==> config.mk <==
export PLATFORM = sky130hd
export DESIGN_NAME = hci_unit
export DESIGN_NICKNAME = d
export VERILOG_FILES = /design/src/rtl/hci_pkg.sv /design/src/rtl/hci_ev_arbiter.sv /design/src/rtl/hci_ev_fifo.sv /design/src/rtl/hci_unit.sv
export SDC_FILE = /design/constraint.sdc
export NUM_CORES = 1
export LEC_CHECK = 0
export BUFFER_PORTS_ARGS = -buffer_cell sky130_fd_sc_hd__buf_4
export CAP_MARGIN = 40
export CORE_MARGIN = 2
export CORE_UTILIZATION = 54
export CTS_BUF_LIST = sky130_fd_sc_hd__clkbuf_4
export CTS_CLUSTER_SIZE = 30
export DETAILED_ROUTE_END_ITERATION = 7
export PLACE_DENSITY = 0.78
export SYNTH_ARGS = -nofsm -noshare
export SYNTH_HDL_FRONTEND = slang
export SYNTH_SLANG_ARGS = --single-unit
==> constraint.sdc <==
create_clock -name clk_i -period 3.4 [get_ports clk_i]
set_input_delay 0.17 -clock clk_i [delete_from_list [all_inputs] [get_ports clk_i]]
set_output_delay 0.17 -clock clk_i [all_outputs]
set_load 0.05 [all_outputs]
==> src/rtl/hci_pkg.sv <==
package hci_pkg;
  localparam int unsigned NUM_TYPES = 8;
  localparam int unsigned VEC_W     = 8;

  typedef enum logic [2:0] {
    EV_INVALID  = 3'd0,
    EV_TX_EOF   = 3'd1,
    EV_STAT_OVF = 3'd2,
    EV_RX_EOF   = 3'd3,
    EV_DUMMY    = 3'd4,
    EV_TX_EOC   = 3'd5,
    EV_ADCHK    = 3'd6,
    EV_RX_EOC   = 3'd7
  } ev_type_e;

  typedef struct packed {
    ev_type_e           typ;
    logic [VEC_W-1:0]   vec;
  } ev_entry_t;

  localparam int unsigned NUM_PRIO = NUM_TYPES - 1;
  localparam ev_type_e PRIO_ORDER [NUM_PRIO] = '{
    EV_ADCHK, EV_RX_EOC, EV_TX_EOC, EV_DUMMY, EV_RX_EOF, EV_STAT_OVF, EV_TX_EOF
  };

  // command word fields
  localparam int unsigned CB_GO     = 31;
  localparam int unsigned CB_STOP   = 30;
  localparam int unsigned CB_ACK    = 29;
  localparam int unsigned CB_CH_HI  = 28;
  localparam int unsigned CB_CH_LO  = 21;
  localparam int unsigned CB_RX     = 19;
  localparam int unsigned CB_REQINT = 12;
  localparam int unsigned CB_IOFF   = 11;
  localparam int unsigned CB_ION    = 10;
  localparam int unsigned CB_CNT_HI = 7;
endpackage

==> src/rtl/hci_ev_arbiter.sv <==
module hci_ev_arbiter
  import hci_pkg::*;
(
  input  logic                                  clk_i,
  input  logic                                  rst_ni,
  input  logic [NUM_TYPES-1:0]                  set_i,
  input  logic [NUM_TYPES-1:0][VEC_W-1:0]       set_vec_i,
  input  logic                                  ready_i,
  output logic                                  grant_valid_o,
  output ev_entry_t                             grant_o,
  output logic [NUM_TYPES-1:0]                  pend_o
);
  logic [NUM_TYPES-1:0]            pend_q;
  logic [NUM_TYPES-1:0][VEC_W-1:0] vec_q;
  logic [NUM_TYPES-1:0]            grant_oh;
  ev_type_e                        gsel;
  logic                            found;

  always_comb begin
    found = 1'b0;
    gsel  = EV_INVALID;
    for (int r = 0; r < NUM_PRIO; r++) begin
      if (!found && pend_q[PRIO_ORDER[r]]) begin
        found = 1'b1;
        gsel  = PRIO_ORDER[r];
      end
    end
    grant_oh = '0;
    if (found && ready_i) grant_oh[gsel] = 1'b1;
  end

  assign grant_valid_o = |grant_oh;
  assign grant_o       = '{typ: gsel, vec: vec_q[gsel]};
  assign pend_o        = pend_q;

  for (genvar k = 0; k < NUM_TYPES; k++) begin : g_slot
    logic keep;
    assign keep = pend_q[k] & ~grant_oh[k];
    always_ff @(posedge clk_i or negedge rst_ni) begin
      if (!rst_ni) begin
        pend_q[k] <= 1'b0;
        vec_q[k]  <= '0;
      end else begin
        pend_q[k] <= keep | set_i[k];
        if (set_i[k] && !keep) vec_q[k] <= set_vec_i[k];
      end
    end
  end

  AST_GRANT_ONEHOT: assert property (@(posedge clk_i) disable iff (!rst_ni)
    $onehot0(grant_oh));
  AST_GRANT_CLEARS: assert property (@(posedge clk_i) disable iff (!rst_ni)
    (grant_valid_o && !set_i[grant_o.typ]) |=> !pend_q[$past(grant_o.typ)]);
endmodule

==> src/rtl/hci_ev_fifo.sv <==
module hci_ev_fifo
  import hci_pkg::*;
#(
  parameter int unsigned DEPTH = 8,
  localparam int unsigned PW = (DEPTH > 1) ? $clog2(DEPTH) : 1,
  localparam int unsigned CW = $clog2(DEPTH + 1)
) (
  input  logic                 clk_i,
  input  logic                 rst_ni,
  input  logic                 push_i,
  input  ev_entry_t            push_data_i,
  input  logic [CW-1:0]        pop_n_i,
  output logic                 full_o,
  output logic                 empty_o,
  output logic [CW-1:0]        cnt_o,
  output ev_entry_t            head_o,
  output logic [NUM_TYPES-1:0] present_o
);
  ev_entry_t     mem_q [DEPTH];
  logic [PW-1:0] rd_q, wr_q;
  logic [CW-1:0] cnt_q;

  assign full_o  = (int'(cnt_q) == DEPTH);
  assign empty_o = (cnt_q == '0);
  assign cnt_o   = cnt_q;
  assign head_o  = mem_q[rd_q];

  always_comb begin
    present_o = '0;
    for (int i = 0; i < DEPTH; i++) begin
      if (i < int'(cnt_q)) present_o[mem_q[PW'((int'(rd_q) + i) % DEPTH)].typ] = 1'b1;
    end
  end

  always_ff @(posedge clk_i or negedge rst_ni) begin
    if (!rst_ni) begin
      rd_q  <= '0;
      wr_q  <= '0;
      cnt_q <= '0;
    end else begin
      rd_q  <= PW'((int'(rd_q) + int'(pop_n_i)) % DEPTH);
      cnt_q <= cnt_q - pop_n_i + CW'(push_i);
      if (push_i) wr_q <= PW'((int'(wr_q) + 1) % DEPTH);
    end
  end

  always_ff @(posedge clk_i) begin
    if (push_i) mem_q[wr_q] <= push_data_i;
  end

  AST_NO_OVERFLOW: assert property (@(posedge clk_i) disable iff (!rst_ni)
    push_i |-> !full_o);
  AST_POP_BOUND: assert property (@(posedge clk_i) disable iff (!rst_ni)
    pop_n_i <= cnt_q);
  AST_CNT_LIMIT: assert property (@(posedge clk_i) disable iff (!rst_ni)
    int'(cnt_q) <= DEPTH);
endmodule

==> src/rtl/hci_unit.sv <==
module hci_unit
  import hci_pkg::*;
#(
  parameter int unsigned FIFO_DEPTH = 8,
  localparam int unsigned CW = $clog2(FIFO_DEPTH + 1)
) (
  input  logic        clk_i,
  input  logic        rst_ni,
  input  logic        cmd_we_i,
  input  logic [31:0] cmd_wdata_i,
  input  logic [7:0]  ev_req_i,
  input  logic [7:0]  ev_chan_i,
  output logic [31:0] cmd_o,
  output logic [15:0] intr_o,
  output logic        irq_o,
  output logic        go_o,
  output logic        stop_o,
  output logic [7:0]  chan_o,
  output logic        rx_sel_o
);
  logic [31:0] wd;
  logic        go_req, viol, tx_eoc_out;
  logic        ie_q, adchk_q;
  logic [CW-1:0] ack_n;
  logic [NUM_TYPES-1:0]            set, pend, present;
  logic [NUM_TYPES-1:0][VEC_W-1:0] set_vec;
  logic        grant_valid, full, empty;
  logic [CW-1:0] cnt;
  ev_entry_t   grant, head;

  assign wd         = cmd_wdata_i;
  assign go_req     = cmd_we_i & wd[CB_GO];
  assign tx_eoc_out = pend[EV_TX_EOC] | present[EV_TX_EOC];
  assign viol       = go_req & ~wd[CB_RX] & tx_eoc_out & ~adchk_q;

  always_comb begin
    ack_n = '0;
    if (cmd_we_i && wd[CB_ACK])
      ack_n = (int'(wd[CB_CNT_HI:0]) > int'(cnt)) ? cnt : CW'(wd[CB_CNT_HI:0]);
  end

  always_comb begin
    set = ev_req_i;
    set[EV_INVALID] = 1'b0;
    set[EV_DUMMY]   = cmd_we_i & wd[CB_REQINT];
    set[EV_ADCHK]   = viol;
    for (int k = 0; k < NUM_TYPES; k++) set_vec[k] = ev_chan_i;
    set_vec[EV_DUMMY] = wd[CB_CH_HI:CB_CH_LO];
    set_vec[EV_ADCHK] = wd[CB_CH_HI:CB_CH_LO];
  end

  hci_ev_arbiter u_arb (
    .clk_i, .rst_ni,
    .set_i         (set),
    .set_vec_i     (set_vec),
    .ready_i       (~full),
    .grant_valid_o (grant_valid),
    .grant_o       (grant),
    .pend_o        (pend)
  );

  hci_ev_fifo #(.DEPTH(FIFO_DEPTH)) u_fifo (
    .clk_i, .rst_ni,
    .push_i      (grant_valid),
    .push_data_i (grant),
    .pop_n_i     (ack_n),
    .full_o      (full),
    .empty_o     (empty),
    .cnt_o       (cnt),
    .head_o      (head),
    .present_o   (present)
  );

  always_ff @(posedge clk_i or negedge rst_ni) begin
    if (!rst_ni) begin
      cmd_o    <= '0;
      go_o     <= 1'b0;
      stop_o   <= 1'b0;
      chan_o   <= '0;
      rx_sel_o <= 1'b0;
      ie_q     <= 1'b0;
      adchk_q  <= 1'b0;
    end else begin
      go_o    <= go_req & ~adchk_q & ~viol;
      stop_o  <= cmd_we_i & wd[CB_STOP];
      adchk_q <= adchk_q | viol;
      if (cmd_we_i) begin
        cmd_o    <= wd;
        chan_o   <= wd[CB_CH_HI:CB_CH_LO];
        rx_sel_o <= wd[CB_RX];
        if (wd[CB_IOFF])     ie_q <= 1'b0;
        else if (wd[CB_ION]) ie_q <= 1'b1;
      end
    end
  end

  assign irq_o  = ie_q & ~empty;
  assign intr_o = empty ? 16'h0 : {3'b000, head.vec, head.typ, 2'b00};

  AST_GO_BLOCKED: assert property (@(posedge clk_i) disable iff (!rst_ni)
    adchk_q |=> !go_o);
  AST_VIOL_NO_GO: assert property (@(posedge clk_i) disable iff (!rst_ni)
    viol |=> (!go_o && adchk_q));
  AST_IRQ_HAS_EVENT: assert property (@(posedge clk_i) disable iff (!rst_ni)
    irq_o |-> (intr_o[4:2] != 3'd0));
  AST_INTR_SPARE_ZERO: assert property (@(posedge clk_i) disable iff (!rst_ni)
    (intr_o[15:13] == 3'd0) && (intr_o[1:0] == 2'd0));
endmodule

==> key figures <==
Synth
  • Synth Instances: 610
  • Dominant cell type by area after synthesis: dfrtp_1
  • Ys Warns: 0
  • Synth Register Bits: 197
  • Post-synth top flop: dfrtp_1
  • Share of the synthesized area in the top cell type: 30.43%
  • Post-synth ARST share: 55.33%
  • Most area-consuming cells after synthesis: dfrtp_1 (30%), edfxtp_1 (29%), mux2_2 (11%), mux4_2 (8.0%), ha_1 (2.0%)
  • Synth Cell Area: 8965 um^2
  • Post-synth EDFFs: 88
  • Yosys cell types: 55
  • Sequential fraction of the synthesis area: 59.90%
  • Syn avg cell area: 14.70 um^2

Power
  • P_int: between 0.005 and 0.006 W
  • PD cells: ~800 nW/um^2
  • Net Sw Power: 0.003379 W
  • Combinational power share: 45.4%
  • Sw frac: ~39%
  • Clk pwr share: 14.4%
  • Reg power frac: between 40 and 50%
  • Max VDD drop: 631.8 uV
  • Leak pwr: 4.449 nW

Timing
  • Tcrit/Tclk final: between 90% and 100%
  • Final hold vios: 0
  • Tmin final: ~3.3 ns
  • Clock skew: 0.02550 ns
  • Max Transition Viols Final: 0
  • Achievable frequency: 0.3069 GHz
  • Final-report setup violation count: 0
  • Relative slew margins: 40.61%
  • Worst-margin pin slew: 0.8827 ns

Detailed routing
  • Via density: around 5.8
  • Total wire length: 20540 um
  • DRC viols: 0
  • Number of routed nets with antenna violations: 0
  • Drt initial violations: 430
  • TritonRoute pass-1 iters: 5
  • Vias: 5865
  • WL/cell: 20.27 um

Place
  • Port Buf Inserts: 102
  • RePlAce Congestion: 0.8686
  • Area after DPL: 10070 um^2
  • Placed cells: a little over 900
  • Post-DP HPWL: 13940 um

Critical path
  • Critical Path Start Type: flop
  • Reg-to-Reg End: u_fifo.cnt_o[3]
  • FF-to-FF Start: u_fifo.cnt_o[1]
  • Arrival time worst endpoint: 3.75 ns
  • WP data required: 3.89 ns
  • Critical path fanouts, max: 3
  • Critical path origin: u_fifo.cnt_o[1]
  • Reg2reg setup slack: 0.14 ns
  • Crit Path Category: flop to flop
  • R2R cell count: 15
  • Nature of the critical path endpoint: flop

Die
  • Initial Utilization: 54.64%
  • Io pins: 111
  • Die W: 132.8 um
  • Die Ht: approximately 130 um
  • Core ar.: 16410 um^2
  • Die area: 17650 um^2
  • Rows: 47

Worst hold path
  • Min-delay src: cmd_we_i
  • WHS Endpoint: u_arb.pend_o[4]
  • Worst Hold Class: input pin to flop
  • Hold path depth: 3

Global route
  • Largest net degree at the start of global routing: 50
  • Global-route wire length before repair: 32730 um
  • Vias in the first global route: 6174
  • Initial antenna violation count: 1
  • Global route total overflow: 0
  • Gr usage total: 24.27%

Clocking
  • CTS tree: built
  • CTS max path bufs: 2
  • Root Driver: clkbuf_4
  • Clock Latency Late Sink: approximately 0.57 ns
  • Cts bufs inserted: 17
  • CTS clk-pin slew, worst paths: 0.15 ns
  • Max H-tree Level: 4
  • Sink Count: a little under 200

Layout
  • Layout Cells excl Fill: 1013
  • Post-Route Utilization: 66.44%
  • Commonest cells after routing, fill and taps aside: buf_4 (133), dfrtp_1 (108), edfxtp_1 (88), mux2_2 (87), dlygate4sd3_1 (47)
  • Share of cells above drive strength 1: 38.01%
  • Layout Area Growth over Synthesis: 21.59%
  • Post-route cell area: 10900 um^2
  • Leading cell type in the layout, fill and taps excluded: buf_4
  • Nets: 846

Run
  • Max cap viols: 0

Outcome
  • Status: completed
-- final cells by class --
cell class              count  area (um^2)
flip-flops and latches    197         5371
clock inverters            14        153.9
inverters                  25        93.84
repair buffers            184         1489
fillers                  1135         5507
multi-input cells         354         3379
diodes                      1        2.502
well taps                 220        275.3
clock buffers              18        135.1
-- worst max path at each step --
stage          slack, ns         endpoint  cells after the start
2_1_floorplan       0.18  u_fifo.cnt_o[3]                     15
3_3_place_gp        0.12  u_fifo.cnt_o[3]                     15
3_5_place_dp       -0.11  u_fifo.cnt_o[3]                     15
4_1_cts             0.02  u_fifo.cnt_o[3]                     15
5_1_grt            -0.01  u_fifo.cnt_o[3]                     15
6_report            0.14  u_fifo.cnt_o[3]                     15
-- stage by stage --
| step | setup WS (ns) | power, W | TNS (ns) | hold slack, ns |
|---|---|---|---|---|
| 6_report | 0.1417 | 0.008757 | 0 | 0.08332 |
| 5_1_grt | -0.009940 | 0.009234 | -0.009940 | 0.06932 |
| 2_1_floorplan | 0.1844 | 0.006225 | 0 | -0.1256 |
| 4_1_cts | 0.01870 | 0.008705 | 0 | 0.03819 |
| 3_5_place_dp | -0.1136 | 0.007416 | -0.1136 | 0.2192 |
| 3_3_place_gp | 0.1244 | 0.007219 | 0 | 0.2062 |
-- worst max-delay path, stage by stage, from the launching register on --
cell	delay, ns
dfrtp_1	0.41
inv_2	0.08
ha_4	0.20
nor2b_1	0.13
o21a_1	0.17
o21a_1	0.19
o21ai_2	0.20
nand2_2	0.10
mux2_4	0.35
nand3_4	0.10
ha_4	0.21
ha_1	0.29
a21o_1	0.19
a21oi_2	0.13
xor2_1	0.26
xnor2_1	0.16
-- sequential cells by signal, summed over array words and instances (netlist names) --
| register | flops |
|---|---|
| u_fifo.mem_q | 88 |
| u_arb.vec_q | 56 |
| cmd_o | 32 |
| u_arb.pend_o | 7 |
| u_fifo.cnt_o | 4 |
| u_fifo.rd_q | 3 |
| u_fifo.wr_q | 3 |
| adchk_q | 1 |
| go_o | 1 |
| ie_q | 1 |
| stop_o | 1 |
-- power by group through the flow --
stage	Clock [W]	Sequential, W	Combinational (W)
finish	0.00126	0.00352	0.00397
floorplan	0	0.00355	0.00267
CTS	0.00129	0.00352	0.00390
global placement	0	0.00352	0.00370
detailed placement	0	0.00357	0.00384
global route	0.00138	0.00358	0.00427
-- synth_stat cells (all sizes together) (10+ instances only) --
cell type and n:
clkbuf 13, o21ai 18, edfxtp 88, nor3 10, inv 25, nor2 11, mux2i 10, ha 14
nand2 45, mux2 88, mux4 34, buf 25, dfrtp 109, a21oi 20
-- logic make-up after synthesis --
kind of cell	count (synthesis)	share of synthesized area, %
flops	197	59.90
mux	132	20.80
simple gates	111	6.351
compound gates	81	6.155
buf+inv	63	3.475
fa+ha+maj	16	2.401
xor+xnor	9	0.8793
other cells	1	0.04183
-- timing repair --
action	4_1_cts	5_1_grt
resized for setup	2	8
hold buffers	47	0
buffers inserted	0	2
pin swaps	0	4
setup endpoints to repair	1	1
hold endpoints to repair	146	0
-- layer usage --
metal	GRT usage (%)	vias up	wire length [um]
li1	-	2622	-
met1	30.67	2990	8154
met2	41.97	219	10860
met3	4.330	34	1053
met4	9.438	0	471
met5	0	-	0
No activity file was read; power rests on OpenSTA's default activity.
